[src/rtl/capt_pkg.sv]
`timescale 1ns/1ps
package capt_pkg;
  typedef enum logic [1:0] {
    MODE_OFF     = 2'b00,
    MODE_GATED   = 2'b01,
    MODE_STAMP   = 2'b10,
    MODE_ONESHOT = 2'b11
  } mode_t;

  typedef struct packed {
    logic clr;
    logic inc;
    logic capture;
  } strb_t;
endpackage

[src/rtl/capt_sync.sv]
`timescale 1ns/1ps
module capt_sync #(
  parameter int NPINS = 8
) (
  input  logic             clk,
  input  logic             rstN,
  input  logic [NPINS-1:0] pins,
  output logic [NPINS-1:0] rise,
  output logic [NPINS-1:0] fall
);
  for (genvar i = 0; i < NPINS; i++) begin : g_pin
    logic s1, s2, s3;
    always_ff @(posedge clk or negedge rstN) begin
      if (!rstN) begin
        s1 <= 1'b0;
        s2 <= 1'b0;
        s3 <= 1'b0;
      end else begin
        s1 <= pins[i];
        s2 <= s1;
        s3 <= s2;
      end
    end
    assign rise[i] = s2 & ~s3;
    assign fall[i] = ~s2 & s3;
  end
endmodule

[src/rtl/capt_ctrl.sv]
`timescale 1ns/1ps
module capt_ctrl
  import capt_pkg::*;
#(
  parameter int NPINS = 8,
  parameter int SELW  = 4
) (
  input  logic             clk,
  input  logic             rstN,
  input  logic [NPINS-1:0] rise,
  input  logic [NPINS-1:0] fall,
  input  logic [SELW-1:0]  startSel,
  input  logic [SELW-1:0]  stopSel,
  input  logic [1:0]       startEdge,
  input  logic [1:0]       stopEdge,
  input  mode_t            mode,
  input  logic             tick,
  input  logic             arm,
  input  logic             clrReq,
  input  logic             stRead,
  output strb_t            strb,
  output logic             running,
  output logic             capDone
);
  localparam int PW = (NPINS > 1) ? $clog2(NPINS) : 1;
  localparam logic [SELW:0] PIN_LIMIT = (SELW+1)'(NPINS);

  function automatic logic pickEv(input logic [NPINS-1:0] r,
                                  input logic [NPINS-1:0] f,
                                  input logic [SELW-1:0]  s,
                                  input logic [1:0]       e);
    logic hit;
    hit = 1'b0;
    if ({1'b0, s} < PIN_LIMIT)
      hit = (e[0] & r[s[PW-1:0]]) | (e[1] & f[s[PW-1:0]]);
    return hit;
  endfunction

  logic startEv, stopEv, runNext, capNow;

  assign startEv = pickEv(rise, fall, startSel, startEdge);
  assign stopEv  = pickEv(rise, fall, stopSel, stopEdge);

  always_comb begin
    runNext = 1'b0;
    capNow  = 1'b0;
    unique case (mode)
      MODE_GATED: begin
        if (running) begin
          runNext = ~stopEv;
          capNow  = stopEv;
        end else begin
          runNext = startEv;
        end
      end
      MODE_STAMP: begin
        capNow = startEv | stopEv;
      end
      MODE_ONESHOT: begin
        if (running && stopEv) begin
          runNext = 1'b0;
          capNow  = 1'b1;
        end else begin
          runNext = running | arm;
        end
      end
      default: begin
        runNext = 1'b0;
      end
    endcase
  end

  assign strb.clr     = clrReq;
  assign strb.inc     = tick & (running | (mode == MODE_STAMP));
  assign strb.capture = capNow;

  always_ff @(posedge clk or negedge rstN) begin
    if (!rstN) begin
      running <= 1'b0;
      capDone <= 1'b0;
    end else begin
      running <= runNext;
      if (capNow)      capDone <= 1'b1;
      else if (stRead) capDone <= 1'b0;
    end
  end

  // a stop event in one-shot mode halts counting
  a_r7_stop_halts: assert property (@(posedge clk) disable iff (!rstN)
    (mode == MODE_ONESHOT && running && stopEv) |=> !running);

  // a capture always leaves the done flag set
  a_r10_done_set: assert property (@(posedge clk) disable iff (!rstN)
    strb.capture |=> capDone);
endmodule

[src/rtl/capt_dp.sv]
`timescale 1ns/1ps
module capt_dp
  import capt_pkg::*;
#(
  parameter int BW = 8
) (
  input  logic            clk,
  input  logic            rstN,
  input  strb_t           strb,
  input  logic            rdHigh,
  input  logic            rdLow,
  output logic [2*BW-1:0] count,
  output logic            rollover,
  output logic [BW-1:0]   rdByte
);
  localparam int CW = 2 * BW;
  localparam logic [CW-1:0] MAXC = {CW{1'b1}};

  logic [CW-1:0] cntNext, latchQ;
  logic [BW-1:0] lowShadow;

  always_comb begin
    if (strb.clr)      cntNext = '0;
    else if (strb.inc) cntNext = count + 1'b1;
    else               cntNext = count;
  end

  always_ff @(posedge clk or negedge rstN) begin
    if (!rstN) begin
      count    <= '0;
      rollover <= 1'b0;
    end else begin
      count <= cntNext;
      if (strb.clr)                       rollover <= 1'b0;
      else if (strb.inc && count == MAXC) rollover <= 1'b1;
    end
  end

  always_ff @(posedge clk or negedge rstN) begin
    if (!rstN) begin
      latchQ    <= '0;
      lowShadow <= '0;
      rdByte    <= '0;
    end else begin
      if (strb.capture) latchQ <= cntNext;
      if (rdHigh) begin
        rdByte    <= latchQ[CW-1:BW];
        lowShadow <= latchQ[BW-1:0];
      end else if (rdLow) begin
        rdByte <= lowShadow;
      end
    end
  end

  // rollover stays set until cleared
  a_r8_rollover_sticky: assert property (@(posedge clk) disable iff (!rstN)
    (rollover && !strb.clr) |=> rollover);

  // clear empties counter and rollover
  a_r9_clr_zero: assert property (@(posedge clk) disable iff (!rstN)
    strb.clr |=> (count == '0 && !rollover));
endmodule

[src/rtl/edge_capture.sv]
`timescale 1ns/1ps
module edge_capture
  import capt_pkg::*;
#(
  parameter int NPINS = 8,
  parameter int SELW  = 4,
  parameter int BW    = 8
) (
  input  logic             clk,
  input  logic             rstN,
  input  logic             tick,
  input  logic [NPINS-1:0] pins,
  input  logic [SELW-1:0]  startSel,
  input  logic [SELW-1:0]  stopSel,
  input  logic [1:0]       startEdge,
  input  logic [1:0]       stopEdge,
  input  logic [1:0]       mode,
  input  logic             arm,
  input  logic             clr,
  input  logic             stRead,
  input  logic             rdHigh,
  input  logic             rdLow,
  input  logic             irqEn,
  output logic [BW-1:0]    rdByte,
  output logic             capDone,
  output logic             rollover,
  output logic             irq
);
  localparam int CW = 2 * BW;

  logic [NPINS-1:0] rise, fall;
  strb_t            strb;
  logic             running;
  logic [CW-1:0]    count;
  mode_t            modeT;

  assign modeT = mode_t'(mode);

  capt_sync #(.NPINS(NPINS)) u_sync (
    .clk(clk), .rstN(rstN), .pins(pins), .rise(rise), .fall(fall)
  );

  capt_ctrl #(.NPINS(NPINS), .SELW(SELW)) u_ctrl (
    .clk(clk), .rstN(rstN), .rise(rise), .fall(fall),
    .startSel(startSel), .stopSel(stopSel),
    .startEdge(startEdge), .stopEdge(stopEdge),
    .mode(modeT), .tick(tick), .arm(arm), .clrReq(clr), .stRead(stRead),
    .strb(strb), .running(running), .capDone(capDone)
  );

  capt_dp #(.BW(BW)) u_dp (
    .clk(clk), .rstN(rstN), .strb(strb), .rdHigh(rdHigh), .rdLow(rdLow),
    .count(count), .rollover(rollover), .rdByte(rdByte)
  );

  assign irq = capDone & irqEn;

  // no tick, no movement of the counter
  a_r5_tick_hold: assert property (@(posedge clk) disable iff (!rstN)
    (!tick && !clr) |=> $stable(count));

  // a halted one-shot count holds its value
  a_r7_frozen: assert property (@(posedge clk) disable iff (!rstN)
    (modeT == MODE_ONESHOT && !running && !clr) |=> $stable(count));
endmodule

[config.mk]
export PLATFORM = sky130hd
export DESIGN_NAME = edge_capture
export DESIGN_NICKNAME = d
export VERILOG_FILES = /design/src/rtl/capt_pkg.sv /design/src/rtl/capt_sync.sv /design/src/rtl/capt_ctrl.sv /design/src/rtl/capt_dp.sv /design/src/rtl/edge_capture.sv
export SDC_FILE = /design/constraint.sdc
export NUM_CORES = 1
export LEC_CHECK = 0
export BUFFER_PORTS_ARGS = -buffer_cell sky130_fd_sc_hd__buf_2
export CORE_MARGIN = 3
export CORE_UTILIZATION = 45
export DETAILED_ROUTE_END_ITERATION = 10
export PLACE_DENSITY = 0.69
export SYNTH_ARGS = -nofsm -noshare
export SYNTH_HDL_FRONTEND = slang
export SYNTH_HIERARCHICAL = 1
export SYNTH_SLANG_ARGS = --single-unit
export TNS_END_PERCENT = 100
[constraint.sdc]
create_clock -name clk -period 2.3 [get_ports clk]
set_clock_uncertainty 0.15 [all_clocks]
set_input_delay 0.115 -clock clk [delete_from_list [all_inputs] [get_ports clk]]
set_output_delay 0.115 -clock clk [all_outputs]
set_load 0.01 [all_outputs]
Word-level counts from Yosys, hierarchy flattened
Index checks and enable logic that the tools add are counted.
{ "totals": {"in_bits": 31, "ram_bits": 0, "memories": 0, "latch_bits": 0, "register_bits": 75, "out_inout_bits": 11, "mem_bits_ro": 0} }
{ "op_classes": {"reduce_logical": 5, "n_shift": 0, "addsub": 1, "n_mul": 0, "eq_ne": 4, "div": 0, "order_cmp": 4, "mux": 24, "bitwise_logic": 44} }
{ "ops": {"columns": ["operator", "count"], "rows": [
  ["$mux W16", 2],
  ["$and A1 B1 Y1", 22],
  ["$not A1 Y1", 17],
  ["$add A16 B1 Y16 const B", 1],
  ["$eq A16 B16 Y1 const B", 1],
  ["$mux W8", 2],
  ["$mux W1", 14],
  ["$bmux W1 S3", 4],
  ["$lt A3 B4 Y1 const B", 2],
  ["$lt A4 B4 Y1 const B", 2],
  ["$reduce_bool A2 Y1", 3],
  ["$or A1 B1 Y1", 5],
  ["$eq A2 B2 Y1 const B", 2],
  ["$pmux W1 S3", 1],
  ["$eq A2 B1 Y1 const B", 1],
  ["$logic_and A1 B1 Y1", 2],
  ["$pmux W1 S2", 1]
]} }

Longest topological paths before layout
{ "logic_depth": {"word_depth": 11, "ltp_mapped": 11} }

Modules after synthesis
Netlist, hierarchy kept.
{ "by_module_without_submodules": {"columns": ["mod", "area_per_inst_um2", "instances", "cells_each", "seq_area_each_um2"], "rows": [
  ["capt_dp", 2099.5, 1, 186, 1226.2],
  ["capt_sync", 740.7, 1, 40, 600.6],
  ["capt_ctrl", 471.7, 1, 48, 50.0],
  ["edge_capture", 6.3, 1, 1, 0.0]
]} }

Worst setup path before layout
Ideal clock, no wire load.
{ "synth_timing": {"path_kind": "reg-to-reg", "start": "register u_sync.g_pin[7].s3", "end": "register u_dp.latchQ[12]", "path_buffers": 3, "path_slack_ns": -0.178, "stages_incl_launch_ff": 12, "period_less_slack_ns": 2.478, "arrival_ns": 2.194, "setup_ns": 0.135, "required_time_ns": 2.015, "path_cell_list": "dfrtp_1 -> and2b_2 -> mux2i_1 -> a221oi_1 -> a22oi_1 -> a21oi_2 -> nand3_1 -> nand2_1 -> buf_4 -> clkbuf_1 -> buf_1 -> o22ai_1"} }
{ "synth_via": {"elab_chain_cells": 10} }
{ "synth_lines": {"columns": ["element", "line", "text"], "rows": [
  ["start, declared", "capt_sync.sv:12", "logic s1, s2, s3;"],
  ["start signal, assigned", "capt_sync.sv:17", "s3 <= 1'b0;"],
  ["start signal, assigned", "capt_sync.sv:21", "s3 <= s2;"],
  ["$not A1 Y1 (*)", "capt_sync.sv:24", "assign rise[i] = s2 & ~s3;"],
  ["$and A1 B1 Y1 (*)", "capt_sync.sv:24", null],
  ["net rise[7]", "edge_capture.sv:31", "logic [NPINS-1:0] rise, fall;"],
  ["$bmux W1 S3", "capt_ctrl.sv:35", "hit = (e[0] & r[s[PW-1:0]]) | (e[1] & f[s[PW-1:0]]);"],
  ["$mux W1 (implied by the code)", "capt_ctrl.sv:35", null],
  ["$and A1 B1 Y1", "capt_ctrl.sv:35", null],
  ["$or A1 B1 Y1", "capt_ctrl.sv:35", null],
  ["$mux W1", "capt_ctrl.sv:34", "if ({1'b0, s} < PIN_LIMIT)"],
  ["$logic_and A1 B1 Y1", "capt_ctrl.sv:60", "if (running && stopEv) begin"],
  ["$mux W1", "capt_ctrl.sv:60", null],
  ["$pmux W1 S3 (*)", "capt_ctrl.sv:47", "unique case (mode)"],
  ["net u_ctrl.capNow", "capt_ctrl.sv:39", "logic startEv, stopEv, runNext, capNow;"],
  ["end signal, assigned", "capt_dp.sv:45", "if (strb.capture) latchQ <= cntNext;"],
  ["end, declared", "capt_dp.sv:19", "logic [CW-1:0] cntNext, latchQ;"]
]} }
The timed path passes the listed nets; every way through them passes the cells marked *. The select of a mux whose other input is x is not followed.
A chain may end at the register's enable or synchronous reset.

==> summary.md <==
The worst setup path is captured at a flip-flop. The minimum period implied by the final worst setup slack works out to 2.35 ns. The tools report the data arrival at the endpoint of the critical path as 2.42 ns. The last weighted congestion value of the routability-driven placer is 0.802. The power density normalized to cell area came out at 623 nW/um^2. The slowest library cell on the worst path was dfrtp_1.

Once placement completed, the tool counted placed cells totaling 402. The path type of the worst setup path was reg -> reg. The number of buffers inserted by port buffering was 41; the count of clock tree sinks was 75.

Among cell families on the critical path, the largest total delay comes from compound AO/OA/AOI/OAI gates. The total congestion overflow is 0, and the HPWL after detailed placement is 4370 um. The number of max-slew violations in the final report was 0. After synthesis the netlist holds a flip-flop and latch count of 75. Number of antenna violations at the first check in global routing: 0. The core occupancy in the finished layout is 57.6%. The initial utilization of the core area, before any placement, comes to 47.5%. The top cell types in the final layout, fill and taps aside, are 75 x dfrtp_1, 40 x buf_2, 21 x nor2_1. Sequential elements use 56.6% of the synthesized area. The tools report the synthesized cell area as 3320 sq um.

By area the synthesized netlist is led by dfrtp_1 57%, mux2i_1 5.1%, mux2_2 4.4%. 0 antenna diodes ended up in the layout. The count of nets left with antenna violations after detail routing was 0. Leaving out fill and tap cells, the most frequent cell in the layout is dfrtp_1. Fraction of registers with async set or reset after synthesis: 100%.

For the number of vias after detailed routing, the log shows 2213. The final number of hold-violating endpoints is 0, and the ratio of final minimum period to clock period is 102%. Counting the fill cells in the layout gives 587.

The required time of the worst setup path was 2.37 ns. The final setup violation count was 8; the number of warnings printed during yosys synthesis was 6. The clock-pin slew reported for the worst setup and hold paths after clock tree synthesis was 0.08 ns; the width of the chip was 91.9 um.

After detailed routing, the total wire length is 6270 um. Measured against its own limit, the worst slew margin works out to 60.1%. The total nets after synthesis is 307, and the number of buffer and inverter stages on the critical path is 1. Cell taking the most area after synthesis: dfrtp_1. The die area was 8440 sq um. The first global-routing pass estimated 10500 um of wire. In the final layout, the share of cells above drive strength 1 is 34.6%. The number of placement rows came out at 30. Using the TritonRoute via totals, the vias-per-cell ratio works out to 5.10. The run gives 47 as the distinct cell type count after synthesis. The highest fanout seen on the critical path was 15; the growth of design area from synthesis to finish was 21.2%. In the routed design, unresolved DRC markers number 0. The maximum clock rate was 425 MHz; the routed wirelength normalized by instance count was 14.5 um. The core region is 6980 sq um. The logs give -0.262 ns for the aggregate negative setup slack and 0.34 ns for the worst-skew pair later-pin latency.

The synthesized design devotes to its leading area cell type 56.6% of total area. The run gives 15.9% as the overall global routing resource usage. TritonCTS built the clock tree.

For the final standard cell count with taps included and fillers excluded, the log shows 434. The tightest min-delay check is of the in -> reg type. The most used flip-flop cell after synthesis is dfrtp_1.

Entering global routing, the biggest net connects 49 pins. The die is 91.9 um tall. The worst setup path is launched from a flip-flop. The tools report the total I/O pin count as 42.

The critical path starts at u_sync/g_pin[5].s3$_DFF_PN0_. Total power for the finished layout comes to 2.51 mW. The logs give 3 for the level count of the clock H-tree and -0.0506 ns for the final worst slack. In this run, synthesis inferred 0 flip-flops with an integrated enable. The detailed router finished its first iteration with 99 violations.

The final hold slack was 0.0358 ns; the longest individual stage delay on the worst path was 0.37 ns. For the reported max-cap violation count, the log shows 0. The number of global-route vias before repair was 2205; the final net count was 368.

The signal on the critical path passes through and2b_2, mux2i_1, a221oi_2, o21ai_1, a21oi_2, nand3_2, nand2_2, buf_12, mux2_2. The mean instance size in the synthesized netlist came out at 12.1 sq um. The tools report the master cell of the clock root buffer as clkbuf_8.

Setup repair after global routing could not meet its margin everywhere. The maximum VDD drop came out at 0.000388 V. The startpoint of the lowest-slack hold path is clr.

The startpoint identified for the worst register-to-register timing path is u_sync/g_pin[5].s3$_DFF_PN0_. Buffers inserted during clock tree synthesis total 9. The run finished, with violations left. For the pin with the worst max-slew slack, the measured transition is 0.599 ns.

The cell count after synthesis came out at 275. The pre-antenna-repair detailed-routing pass consisted of 4 iterations. Counting along the longest clock path gives a buffer depth of 2.

For this design the static power due to leakage is 1.85 nW. The checks that failed: negative setup slack.
cell usage after synthesis, drive strengths merged (2+ instances only):
cell and number:
o22ai 11, and2 2, inv 15, nor2 21, nand2b 3, a21oi 2
mux4 4, nand3b 3, xor2 3, buf 6, nand4 5, o21ai 11
mux2 13, xnor2 11, clkbuf 7, and2b 17, or3 2, nor3 4
mux2i 17, nor2b 4, nor4 4, nand2 17, o2111ai 2, nand3 7
dfrtp 75, a221oi 2
report_power, final:
group          leakage [nW]  internal [mW]  switching (mW)
clock network        0.0799          0.399           0.446
logic                 0.786          0.134           0.130
registers             0.988           1.37          0.0281
total                  1.85           1.90           0.605
repair_timing:
item,CTS,global route
gates resized for setup,6,6
hold buffers,14,0
endpoints found under the hold margin,57,0
setup buffers,3,2
endpoints found under the setup margin,15,18
pin swaps,3,7
area by class of cell:
cell class,count,area [sq um],area share (%)
Sequential cell,75,1880,46.7
Multi-Input combinational cell,172,1380,34.3
Timing Repair Buffer,63,433,10.8
Clock buffer,10,138,3.42
Tap cell,96,120,2.99
Inverter,15,56.3,1.40
Clock inverter,3,17.5,0.436
through the flow:
step	area, sq um	setup slack, ns
2_1_floorplan	3340	0.0145
3_5_place_dp	3630	-0.0722
5_1_grt	4020	-0.169
4_1_cts	3980	-0.0494
3_3_place_gp	3630	-0.0139
6_report	4020	-0.0506
metal layers:
layer | global-route usage [%] | part of all wire (%)
met1 | 21.7 | 47
met5 | 0 | 0
met4 | 5.94 | 1.5
met2 | 23.8 | 47
met3 | 4.76 | 4.8
final timing paths:
kind,to,slack (ns),depth (start not counted)
min reg2reg,u_sync/g_pin[1].s2$_DFF_PN0_,0.20,0
max reg2reg,u_dp/latchQ[3]$_DFFE_PN0P_,-0.05,9
min in group asynchronous,u_ctrl/running$_DFF_PN0_,0.17,2
max,u_dp/latchQ[3]$_DFFE_PN0P_,-0.05,9
max in group asynchronous,u_dp/count[12]$_DFF_PN0_,1.26,3
min,u_dp/count[8]$_DFF_PN0_,0.04,2
state kept, by name, summed over array words and instances (netlist names):
signal	count
u_ctrl/capDone	1
u_ctrl/running	1
u_dp/count	16
u_dp/latchQ	16
u_dp/lowShadow	8
u_dp/rdByte	8
u_dp/rollover	1
u_sync/g_pin.s1	8
u_sync/g_pin.s2	8
u_sync/g_pin.s3	8
cells by family after synthesis:
kind of cell	share of synthesized area (%)
adders and majority gates	0.377
buffers and inverters	3.88
muxes	12.4
DFF	56.6
xor gates and xnor gates	3.70
and+or+nand+nor	16.3
AOI/OAI and AO/OA	6.83
Note: power is estimated with default switching activity, not from simulation.
